[src/rtl/irq_hier_pkg.sv]
// Package: address map, section assignment and shared constants for the
// two-level interrupt collector. Assumes five source slots in a fixed map.
package irq_hier_pkg;

    localparam int NUM_SRC = 5;
    localparam int NUM_SEC = 2;
    localparam int ADDR_W  = 7;

    localparam logic [ADDR_W-1:0] SUMMARY_ADDR = 7'h10;
    localparam logic [ADDR_W-1:0] CTRL_ADDR    = 7'h11;
    localparam logic [ADDR_W-1:0] EN_OFFSET    = 7'h40;

    typedef enum logic {SEC_RX = 1'b0, SEC_TX = 1'b1} section_e;

    // Status address of a slot under the selected map.
    function automatic logic [ADDR_W-1:0] stat_addr(input int s, input logic m);
        logic [ADDR_W-1:0] a;
        case (s)
            0:       a = m ? 7'h14 : 7'h13;
            1:       a = m ? 7'h15 : 7'h17;
            2:       a = 7'h18;
            3:       a = m ? 7'h00 : 7'h31;
            default: a = 7'h34;
        endcase
        return a;
    endfunction

    // Whether a slot exists under the selected map.
    function automatic logic slot_present(input int s, input logic m);
        return !(m && (s == 3));
    endfunction

    // Section that a slot reports into.
    function automatic section_e slot_section(input int s);
        return (s < 3) ? SEC_RX : SEC_TX;
    endfunction

endpackage

[src/rtl/irq_trip_cell.sv]
// Re-fire guard for one status bit: opens a window of WIN_CYC cycles when
// the bit is cleared, counts consecutive re-sets inside the window, and
// flags a trip on the RETRIP-th one when auto-disable is on.
// Assumes 'refire' and 'cleared' never both assert for one bit.
module irq_trip_cell #(
    parameter int WIN_CYC = 16,
    parameter int RETRIP  = 3
) (
    input  logic clk,
    input  logic rst_n,
    input  logic auto_en,
    input  logic rearm,
    input  logic cleared,
    input  logic refire,
    output logic trip
);
    localparam int CNT_W = $clog2(WIN_CYC + 1);
    localparam int STK_W = $clog2(RETRIP + 1);
    localparam logic [STK_W-1:0] STK_LAST = STK_W'(RETRIP - 1);

    logic [CNT_W-1:0] win_q;
    logic [STK_W-1:0] stk_q;
    logic             win_open;

    assign win_open = (win_q != '0);
    assign trip     = auto_en && refire && win_open && (stk_q == STK_LAST);

    // Window countdown, reloaded on every clear of the bit.
    always_ff @(posedge clk) begin
        if (!rst_n)
            win_q <= '0;
        else if (cleared)
            win_q <= CNT_W'(WIN_CYC);
        else if (win_open)
            win_q <= win_q - 1'b1;
    end

    // Consecutive fast re-fire count, saturating one short of a trip.
    always_ff @(posedge clk) begin
        if (!rst_n)
            stk_q <= '0;
        else if (rearm)
            stk_q <= '0;
        else if (refire) begin
            if (!win_open || trip)
                stk_q <= '0;
            else if (stk_q != STK_LAST)
                stk_q <= stk_q + 1'b1;
        end
    end

endmodule

[src/rtl/irq_src_reg.sv]
// One source slot: sticky status bits, enable bits, clear-on-read and the
// per-bit re-fire guards. A bit sets on a rising event, or when its event
// is still high in the cycle after a read cleared it.
module irq_src_reg #(
    parameter int SRC_W   = 8,
    parameter int WIN_CYC = 16,
    parameter int RETRIP  = 3
) (
    input  logic             clk,
    input  logic             rst_n,
    input  logic             present,
    input  logic             auto_en,
    input  logic [SRC_W-1:0] evt,
    input  logic             rd_clr,
    input  logic             en_wr,
    input  logic [SRC_W-1:0] wdata,
    output logic [SRC_W-1:0] status,
    output logic [SRC_W-1:0] enable,
    output logic             pending
);
    logic [SRC_W-1:0] evt_q, rearm_q, rise, set_v, clr_v, refire_v, trip_v;

    assign rise     = evt & ~evt_q;
    assign set_v    = {SRC_W{present}} & enable & evt & (rise | rearm_q);
    assign clr_v    = {SRC_W{rd_clr}} & status & ~set_v;
    assign refire_v = set_v & ~status;
    assign pending  = present && (|(status & enable));

    // Event history for edge detection and post-clear re-arm.
    always_ff @(posedge clk) begin
        if (!rst_n) begin
            evt_q   <= '0;
            rearm_q <= '0;
        end else begin
            evt_q   <= evt;
            rearm_q <= clr_v;
        end
    end

    // Sticky status: read clears, a same-cycle set wins.
    always_ff @(posedge clk) begin
        if (!rst_n)
            status <= '0;
        else
            status <= (status & ~{SRC_W{rd_clr}}) | set_v;
    end

    // Enable bits: software write wins over hardware auto-disable.
    always_ff @(posedge clk) begin
        if (!rst_n)
            enable <= '0;
        else if (en_wr)
            enable <= wdata;
        else
            enable <= enable & ~trip_v;
    end

    for (genvar b = 0; b < SRC_W; b++) begin : g_bit
        irq_trip_cell #(
            .WIN_CYC (WIN_CYC),
            .RETRIP  (RETRIP)
        ) trip_i (
            .clk     (clk),
            .rst_n   (rst_n),
            .auto_en (auto_en),
            .rearm   (en_wr),
            .cleared (clr_v[b]),
            .refire  (refire_v[b]),
            .trip    (trip_v[b])
        );
    end

endmodule

[src/rtl/irq_host_if.sv]
// Host register port: decodes the mode-dependent address map, issues
// clear and enable-write strobes to slots, holds the auto-disable control
// bit and registers read data one cycle after the read strobe.
module irq_host_if
    import irq_hier_pkg::*;
#(
    parameter int SRC_W = 8
) (
    input  logic                            clk,
    input  logic                            rst_n,
    input  logic                            mode_sel,
    input  logic [ADDR_W-1:0]               addr,
    input  logic                            rd_en,
    input  logic                            wr_en,
    input  logic [SRC_W-1:0]                wdata,
    input  logic [NUM_SRC-1:0][SRC_W-1:0]   stat_arr,
    input  logic [NUM_SRC-1:0][SRC_W-1:0]   en_arr,
    input  logic [NUM_SEC-1:0]              summary,
    output logic [NUM_SRC-1:0]              rd_clr,
    output logic [NUM_SRC-1:0]              en_wr,
    output logic                            auto_en,
    output logic [SRC_W-1:0]                rdata
);
    logic [SRC_W-1:0] rd_val;

    // Address decode and read multiplexer.
    always_comb begin
        rd_val = '0;
        rd_clr = '0;
        en_wr  = '0;
        if (addr == SUMMARY_ADDR)
            rd_val = SRC_W'(summary);
        if (addr == CTRL_ADDR)
            rd_val = SRC_W'(auto_en);
        for (int s = 0; s < NUM_SRC; s++) begin
            if (slot_present(s, mode_sel)) begin
                if (addr == stat_addr(s, mode_sel)) begin
                    rd_val    = stat_arr[s];
                    rd_clr[s] = rd_en;
                end
                if (addr == (stat_addr(s, mode_sel) | EN_OFFSET)) begin
                    rd_val   = en_arr[s];
                    en_wr[s] = wr_en;
                end
            end
        end
    end

    // Auto-disable control bit.
    always_ff @(posedge clk) begin
        if (!rst_n)
            auto_en <= 1'b0;
        else if (wr_en && (addr == CTRL_ADDR))
            auto_en <= wdata[0];
    end

    // Registered read data, captured before the clear lands.
    always_ff @(posedge clk) begin
        if (!rst_n)
            rdata <= '0;
        else if (rd_en)
            rdata <= rd_val;
    end

endmodule

[src/rtl/irq_hier_ctrl.sv]
// Top: five source slots, per-section summary and active-low request.
// Assumes SRC_W >= 2 so the summary register fits in read data.
module irq_hier_ctrl
    import irq_hier_pkg::*;
#(
    parameter int SRC_W   = 8,
    parameter int WIN_CYC = 16,
    parameter int RETRIP  = 3
) (
    input  logic                     clk,
    input  logic                     rst_n,
    input  logic                     mode_sel,
    input  logic [NUM_SRC*SRC_W-1:0] evt_i,
    input  logic [ADDR_W-1:0]        addr,
    input  logic                     rd_en,
    input  logic                     wr_en,
    input  logic [SRC_W-1:0]         wdata,
    output logic [SRC_W-1:0]         rdata,
    output logic                     irq_n
);
    logic [NUM_SRC-1:0][SRC_W-1:0] stat_arr, en_arr;
    logic [NUM_SRC-1:0]            rd_clr, en_wr, pending;
    logic [NUM_SEC-1:0]            summary;
    logic                          auto_en;

    irq_host_if #(.SRC_W(SRC_W)) host_i (
        .clk      (clk),
        .rst_n    (rst_n),
        .mode_sel (mode_sel),
        .addr     (addr),
        .rd_en    (rd_en),
        .wr_en    (wr_en),
        .wdata    (wdata),
        .stat_arr (stat_arr),
        .en_arr   (en_arr),
        .summary  (summary),
        .rd_clr   (rd_clr),
        .en_wr    (en_wr),
        .auto_en  (auto_en),
        .rdata    (rdata)
    );

    for (genvar s = 0; s < NUM_SRC; s++) begin : g_src
        irq_src_reg #(
            .SRC_W   (SRC_W),
            .WIN_CYC (WIN_CYC),
            .RETRIP  (RETRIP)
        ) src_i (
            .clk     (clk),
            .rst_n   (rst_n),
            .present (slot_present(s, mode_sel)),
            .auto_en (auto_en),
            .evt     (evt_i[s*SRC_W +: SRC_W]),
            .rd_clr  (rd_clr[s]),
            .en_wr   (en_wr[s]),
            .wdata   (wdata),
            .status  (stat_arr[s]),
            .enable  (en_arr[s]),
            .pending (pending[s])
        );
    end

    // Per-section OR of pending slots.
    always_comb begin
        summary = '0;
        for (int s = 0; s < NUM_SRC; s++)
            if (pending[s])
                summary[int'(slot_section(s))] = 1'b1;
    end

    assign irq_n = ~(|summary);

endmodule

[config.mk]
export PLATFORM = sky130hd
export DESIGN_NAME = irq_hier_ctrl
export DESIGN_NICKNAME = d
export VERILOG_FILES = /design/src/rtl/irq_hier_pkg.sv /design/src/rtl/irq_trip_cell.sv /design/src/rtl/irq_src_reg.sv /design/src/rtl/irq_host_if.sv /design/src/rtl/irq_hier_ctrl.sv
export SDC_FILE = /design/constraint.sdc
export NUM_CORES = 1
export LEC_CHECK = 0
export CAP_MARGIN = 20
export CORE_AREA = 2 2 242 244
export DETAILED_ROUTE_END_ITERATION = 16
export DIE_AREA = 0 0 244 246
export DONT_BUFFER_PORTS = 1
export GPL_TIMING_DRIVEN = 0
export SLEW_MARGIN = 40
export SYNTH_ARGS = -nofsm -noshare
export SYNTH_HDL_FRONTEND = slang
export SYNTH_SLANG_ARGS = --single-unit
[constraint.sdc]
create_clock -name clk -period 2.2 [get_ports clk]
set_input_delay 0.44 -clock clk [delete_from_list [all_inputs] [get_ports clk]]
set_output_delay 0.44 -clock clk [all_outputs]
set_load 0.05 [all_outputs]
==> impl_results.md, run 1 <==
- Status: finished with violations
- Failing checks: setup timing
- Power density over the cells: 1220 nW/um2
- Chip Height: between 200 and 250 um
- Worst setup SP type: register
- Global Route Usage Sum: 0.2049
- I/O pin cnt: 69
- Vias per inst: approximately 5.3
- First-pass GRT wire length: about 97000 um
- Largest net degree at the start of global routing: 14
- DRT Wirelength: 62850 um
- DRT Pass-1 Iters: 5
- Fin nets: 2694
- Number of global-route vias before repair: around 17000
- H-tree depth: 2
- Worst-case clock buffer depth: 3
- Synth warn: 0
- Post-synthesis async set-or-reset flop share: 0
- RSZ-0062 raised after global routing: yes
- Dpl ws: -662.4 ps
- Yosys top cell area share: 0.4504
- Number of distinct library cells after synthesis: 63
- Register area: 9051 um2
- NetSw: 0.009826 W
- Min-delay worst type: in -> reg
- Area delta synth->final: 18.07%
- Num CTS Buffers: 49
- Antenna violations before repair: 4
- #FFs+latches synth: ~450
- Fillers: approximately 5700
- Post-DRT Antenna Nets: 0
- # DRC: 0
- Mapped Area: 19960 um2
- GPL Wtd Cong: slightly above 0.9
- Syn avg cell area: roughly 8.2 um2
- Top Metal Used: met5
- Worst Path Class, Setup: reg -> out
- Seq pwr share: 0.373
- Crit share post-route: 1.080
- Clock insertion delay at the later pin of the skew report: between 500 and 600 ps
- Final hold vios: 0
- Max-slew headroom: 0.3857
- Cells after synthesis: between 2000 and 2500
- Root buf cell: clkbuf_16
- Worst path required time: 1760 ps
- Worst setup margin: -177.0 ps
- Met3 WL: about 4800 um
- Crit path max fanout: 4
- Max-slew violations: 0
- Placed Area: between 20000 and 25000 um2
- Worst Skew: about 23 ps
- Routed via count: around 18000
- Rows: 88
- Max Fclk: roughly 0.42 GHz
- Initial Utilization: 0.3479
- Slew @ Worst Pin: 921.4 ps
- Die Footprint: 60020 um2
- Critical Path End Type: output port
- WL/cell: 18.76 um
- Combinational share of power: 0.347
- Top post-synthesis cells by area: dfxtp_1, nor2_1, a21oi_1
- CP max-delay cell: dfxtp_2
- Die Wd: around 240 um
- Tmin final: around 2400 ps
- DP HPWL: roughly 44000 um
- Most used DFF post-synth: dfxtp_1
- Clock net sink count: about 450
- Post-synth EDFFs: 0
- Number of port buffers: 0
- Hold Slack: 107.8 ps
- Multi-input logic area: ~10000 um2
- DRT met1 WL: between 20000 and 30000 um
- Sw Share: 0.3418
- Ratio of cells with drive above 1 in the final layout: 0.09675
- Peak VDD IR: around 0.00059 V
- Fraction of the yosys area taken by sequential cells: 0.4504
- CP arrival: approximately 1900 ps
- Clock Power Share: 0.280
- Starting DRT DRC Count: about 1300
- Max-cap violations: 0
- Placed Cells incl. Taps: 3192
- Fin cells: roughly 3400
- Total grt overflow: 0
- CTS tree: done
- Final Cell Area: 23560 um2
- Syn nets: about 2600
- Crit path largest cell delay: between 300 and 400 ps
- Final setup fails: 1
- Crit-path cells: a22oi_2, nand4_1, nor3_4, and2_4
- Reg clk slew, reported paths: roughly 60 ps
- Core area: around 57000 um2
- Pint: 0.01892 W
- Post-synth top area cell: dfxtp_1
- LEAKAGE: about 8.4 nW
- Met2 wire length: approximately 30000 um
[final cells by class]
class | count | area share
Buffer | 60 | 0.01168
Tap cell | 765 | 0.04062
Timing Repair Buffer | 72 | 0.02814
Antenna cell | 1 | 0.0001062
Sequential cell | 449 | 0.3841
Clock inverter | 12 | 0.004832
Inverter | 162 | 0.02581
Clock buffer | 74 | 0.06112
Multi-Input combinational cell | 1755 | 0.4436
[synthesized netlist by cell type (40+ instances only)]
library cell and count:
dfxtp_1 449, nor2_1 387, nand2_1 238, a21oi_1 237
nor3_1 175, inv_1 161, xnor2_1 115, nand3_1 112
ha_1 85, o211ai_1 49, and2_1 45, clkbuf_1 44
or4_1 40
[path summary, 6_finish.rpt]
kind                                                                end  slack (ps)                                     from  depth (start not counted)
worst max-delay path                                              irq_n        -180                 g_src[2].src_i.enable[1]                          4
worst min-delay path                                     host_i.auto_en         110                                    wr_en                          3
worst max register to register  g_src[4].src_i.g_bit[6].trip_i.stk_q[1]          90  g_src[4].src_i.g_bit[6].trip_i.win_q[0]                          8
worst min register to register  g_src[1].src_i.g_bit[3].trip_i.win_q[4]         460  g_src[1].src_i.g_bit[3].trip_i.win_q[4]                          2
[cell usage in the layout, fill, tap and decap left out, drive strengths merged, types with 32 or more instances in the layout]
| cell | n |
|---|---|
| nor3b | 32 |
| nor2 | 389 |
| inv | 162 |
| dfxtp | 449 |
| o211ai | 49 |
| xnor2 | 115 |
| clkbuf | 117 |
| and2 | 45 |
| nand3 | 114 |
| nand2 | 238 |
| or3 | 33 |
| nor3 | 179 |
| a21oi | 237 |
| buf | 39 |
| dlygate4sd3 | 49 |
| or4 | 40 |
| ha | 85 |
[registers in the layout, summed over array words and instances, names as in the netlist]
signal	count
g_src.src_i.evt_q	40
g_src.src_i.rearm_q	40
g_src.src_i.g_bit.trip_i.win_q	200
g_src.src_i.g_bit.trip_i.stk_q	80
host_i.auto_en	1
host_i.rdata	8
g_src.src_i.status	40
g_src.src_i.enable	40
[logic make-up (layout without fill, tap and decap cells)]
| kind of cell | count (synthesis) | after routing | synth area share |
|---|---|---|---|
| AOI/OAI and AO/OA | 383 | 383 | 0.1127 |
| xor gates and xnor gates | 116 | 116 | 0.05091 |
| adders and majority gates | 85 | 85 | 0.05329 |
| buffers and inverters | 223 | 380 | 0.04288 |
| DFF | 449 | 449 | 0.4504 |
| muxes | 15 | 15 | 0.007523 |
| other | 0 | 1 | 0 |
| and+or+nand+nor | 1156 | 1156 | 0.2823 |
[power by group through the flow]
stage / clock network (W) / registers, W / logic [W]
floorplan: 0 / 0.0106 / 0.00736
global placement: 0 / 0.0107 / 0.00831
detailed placement: 0 / 0.0108 / 0.00893
CTS: 0.00819 / 0.0107 / 0.00927
global route: 0.00852 / 0.0109 / 0.0112
finish: 0.00805 / 0.0107 / 0.00998
[per-stage QoR]
stage / TNS [ps] / utilization / power (W)
5_1_grt: -216.1 / 0.4107 / 0.03063
4_1_cts: -151.0 / 0.4055 / 0.02814
3_3_place_gp: -149800 / 0.3646 / 0.01906
2_1_floorplan: 0 / - / 0.01796
6_report: -177.0 / 0.4108 / 0.02875
3_5_place_dp: -120880 / 0.3653 / 0.01977
[metal layers]
metal / vias to the layer above / GRT usage
li1: 8599 / -
met1: 8655 / 0.2516
met2: 513 / 0.3493
met3: 115 / 0.04749
met4: 4 / 0.07496
met5: - / 0
[critical path, delay by kind of cell, from the launching register on]
kind | cells | cell delay, ps
AND/OR/NAND/NOR | 3 | 770
flip-flops | 1 | 350
AO/OA/AOI/OAI | 1 | 230
[repair_timing]
item,in CTS,in global routing
pin swaps,8,11
hold buffers,49,0
hold endpoints to repair,80,0
setup endpoints to repair,116,67
buffers inserted,10,13
gates resized for setup,87,42
Power figures use the tool's default switching activity.
==> inputs of run 2 (changes only) <==
- GPL_TIMING_DRIVEN: 0 -> default
==> run 2 against run 1 <==
Effect of this change: the run still ends with setup timing left; sequential power hardly changed; fmax hardly changed; via count is 0.13% higher; design area is 3.2% higher; combinational power is 2% lower; count of clock-buffer cells in the layout is 3 lower; critical path type unchanged; largest cell class unchanged; highest routed layer is now met4.
==> impl_results.md, run 2 (synthesis gave the netlist of run 1 again) <==
- Die Wd: 244 um (unchanged)
- LEAKAGE: 9.047 nW (+7.2%)
- Die Footprint: 60020 um2 (unchanged)
- Register area: 8994 um2 (-0.64%)
- Reg clk slew, reported paths: 60 ps (about the same)
- Crit share post-route: 1.080 (about the same)
- Worst-case clock buffer depth: 3 (unchanged)
- Core area: 57370 um2 (unchanged)
- Fin Setup TNS: -277.0 ps (-100.1 ps)
- Number of port buffers: 0 (unchanged)
- RSZ-0062 raised after global routing: yes
- Tmin final: 2376 ps (-1.297 ps)
- Fillers: 5582 (-2.3%)
- Num CTS Buffers: 48 (-2.0%)
- Crit path largest cell delay: 330 ps (-20 ps)
- Area delta synth->final: 21.81%
- Crit-path cells: a22oi_1, nand4_1, nor3_2, buf_4, and2_4, buf_12
- Worst Path Class, Setup: reg -> out
- Dpl ws: -183.9 ps (+478.5 ps)
- # DRC: 0 (unchanged)
- CP arrival: 1940 ps (about the same)
- Critical Path End Type: output port
- Biggest regs: g_src.src_i.g_bit.trip_i.win_q x200, g_src.src_i.g_bit.trip_i.stk_q x80
- CP max-delay cell: dfxtp_1
- Clock insertion delay at the later pin of the skew report: 590 ps (about the same)
- WL/cell: 17.09 um (-8.9%)
- Most flops, register: g_src.src_i.g_bit.trip_i.win_q
- Total grt overflow: 0 (unchanged)
- Post-DRT Antenna Nets: 0 (unchanged)
- Vias per inst: 5.199 (-2.6%)
- Initial Utilization: 0.3479 (unchanged)
- I/O pin cnt: 69 (unchanged)
- Ratio of cells with drive above 1 in the final layout: 0.1060 (+0.009300)
- Status: finished with violations
- DRT Pass-1 Iters: 5 (unchanged)
- Fin nets: 2790 (+3.6%)
- Peak VDD IR: 0.0005949 V (+1.3%)
- Pint: 0.01932 W (+2.1%)
- Max FFs per register: 200 (unchanged)
- H-tree depth: 2 (unchanged)
- Crit path max fanout: 2 (-2)
- Max Fclk: 0.4209 GHz (about the same)
- DRT Wirelength: 58870 um (-6.3%)
- Top Metal Used: met4
- Worst setup margin: -175.7 ps (+1.297 ps)
- Hold path startpoint: rd_en
- Max-slew violations: 0 (unchanged)
- Multi-input logic area: 10150 um2 (-2.9%)
- R2r startpoint: g_src[3].src_i.enable[5]
- Starting DRT DRC Count: 1184 (-5.3%)
- Failing checks: setup timing
- DRT met1 WL: 25330 um (-3.2%)
- Largest net degree at the start of global routing: 91 (+77)
- GPL Wtd Cong: 0.8670 (-5.8%)
- Final hold vios: 0 (unchanged)
- Root buf cell: clkbuf_16
- Routed via count: 17910 (+0.13%)
- Slew @ Worst Pin: 724.8 ps (-196.6 ps)
- Worst setup SP type: register
- DP HPWL: 41050 um (-7.6%)
- Clock net sink count: 449 (unchanged)
- NetSw: 0.009454 W (-3.8%)
- Met3 WL: 3690 um (-23%)
- Worst Skew: 20.35 ps (-2.579 ps)
- Rows: 88 (unchanged)
- Sw Share: 0.3285 (-0.01325)
- Max-cap violations: 0 (unchanged)
- Met2 wire length: 27990 um (-6.0%)
- Number of global-route vias before repair: 17794 (+1.8%)
- Seq pwr share: 0.371 (-0.002)
- Origin of the worst setup path: g_src[1].src_i.status[5]
- Max-slew headroom: 0.5162 (+0.1304)
- Antenna violations before repair: 3 (-1)
- Power density over the cells: 1184 nW/um2 (-3.0%)
- CTS tree: done
- Min-delay worst type: in -> reg
- Final setup fails: 2 (+1)
- Global Route Usage Sum: 0.1945 (-0.01037)
- Clock Power Share: 0.288 (+0.008)
- Commonest non-fill, non-tap cell in the layout: dfxtp_1
- Worst path required time: 1760 ps (about the same)
- Most frequent cells in the layout: dfxtp_1, nor2_1, nand2_1
- Combinational share of power: 0.341 (-0.006)
- First-pass GRT wire length: 94100 um (-2.6%)
- Chip Height: 246 um (unchanged)
run 2: worst paths after layout:
check / depth (start not counted) / slack, ps / to
setup reg to reg: 14 / -100 / host_i.rdata[1]
hold / removal: 2 / 50 / host_i.rdata[6]
setup / recovery: 6 / -180 / irq_n
hold reg to reg: 2 / 450 / g_src[0].src_i.g_bit[3].trip_i.win_q[4]
run 2: layout make-up:
cell class / instances / share of cell area
Inverter: 162 / 0.02512
Antenna cell: 2 / 0.0002059
Clock inverter: 12 / 0.006743
Sequential cell: 449 / 0.3700
Multi-Input combinational cell: 1755 / 0.4176
Clock buffer: 71 / 0.05919
Tap cell: 765 / 0.03938
Timing Repair Buffer: 229 / 0.08174
run 2: routing by layer:
metal / vias up / GRT usage
li1: 8768 / -
met1: 8549 / 0.2413
met2: 481 / 0.3346
met3: 112 / 0.04074
met4: 0 / 0.06510
met5: - / 0
run 2: power by group through the flow:
stage,logic (W),registers (W),clock network (W)
floorplan,0.00736,0.0106,0
CTS,0.00982,0.0107,0.00845
finish,0.00980,0.0107,0.00829
global placement,0.00903,0.0107,0
detailed placement,0.00959,0.0108,0
global route,0.0111,0.0109,0.00879
run 2: stage by stage:
| stage | util | hold WS, ps | power, W | std cells | instance area, um2 |
|---|---|---|---|---|---|
| 2_1_floorplan | - | 436.7 | 0.01796 | 2427 | 19960 |
| 3_5_place_dp | 0.3806 | 446.7 | 0.02044 | 3275 | 21830 |
| 6_report | 0.4237 | 52.51 | 0.02878 | 3445 | 24310 |
| 3_3_place_gp | 0.3806 | 442.4 | 0.01977 | 3275 | 21830 |
| 4_1_cts | 0.4235 | 0.1160 | 0.02895 | 3442 | 24300 |
| 5_1_grt | 0.4237 | 17.69 | 0.03081 | 3444 | 24310 |
run 2: critical path: cells and delay by family, from the launching register on:
family,cells,cell delay (ps)
simple gates,3,520
flops,1,330
buf+inv,2,290
compound gates,1,220
run 2: repair_timing:
action | CTS | global route
hold buffers | 77 | 0
pin swaps | 4 | 2
endpoints found under the hold margin | 82 | 0
buffers inserted | 7 | 1
setup endpoints to repair | 1 | 2
gates resized for setup | 11 | 1
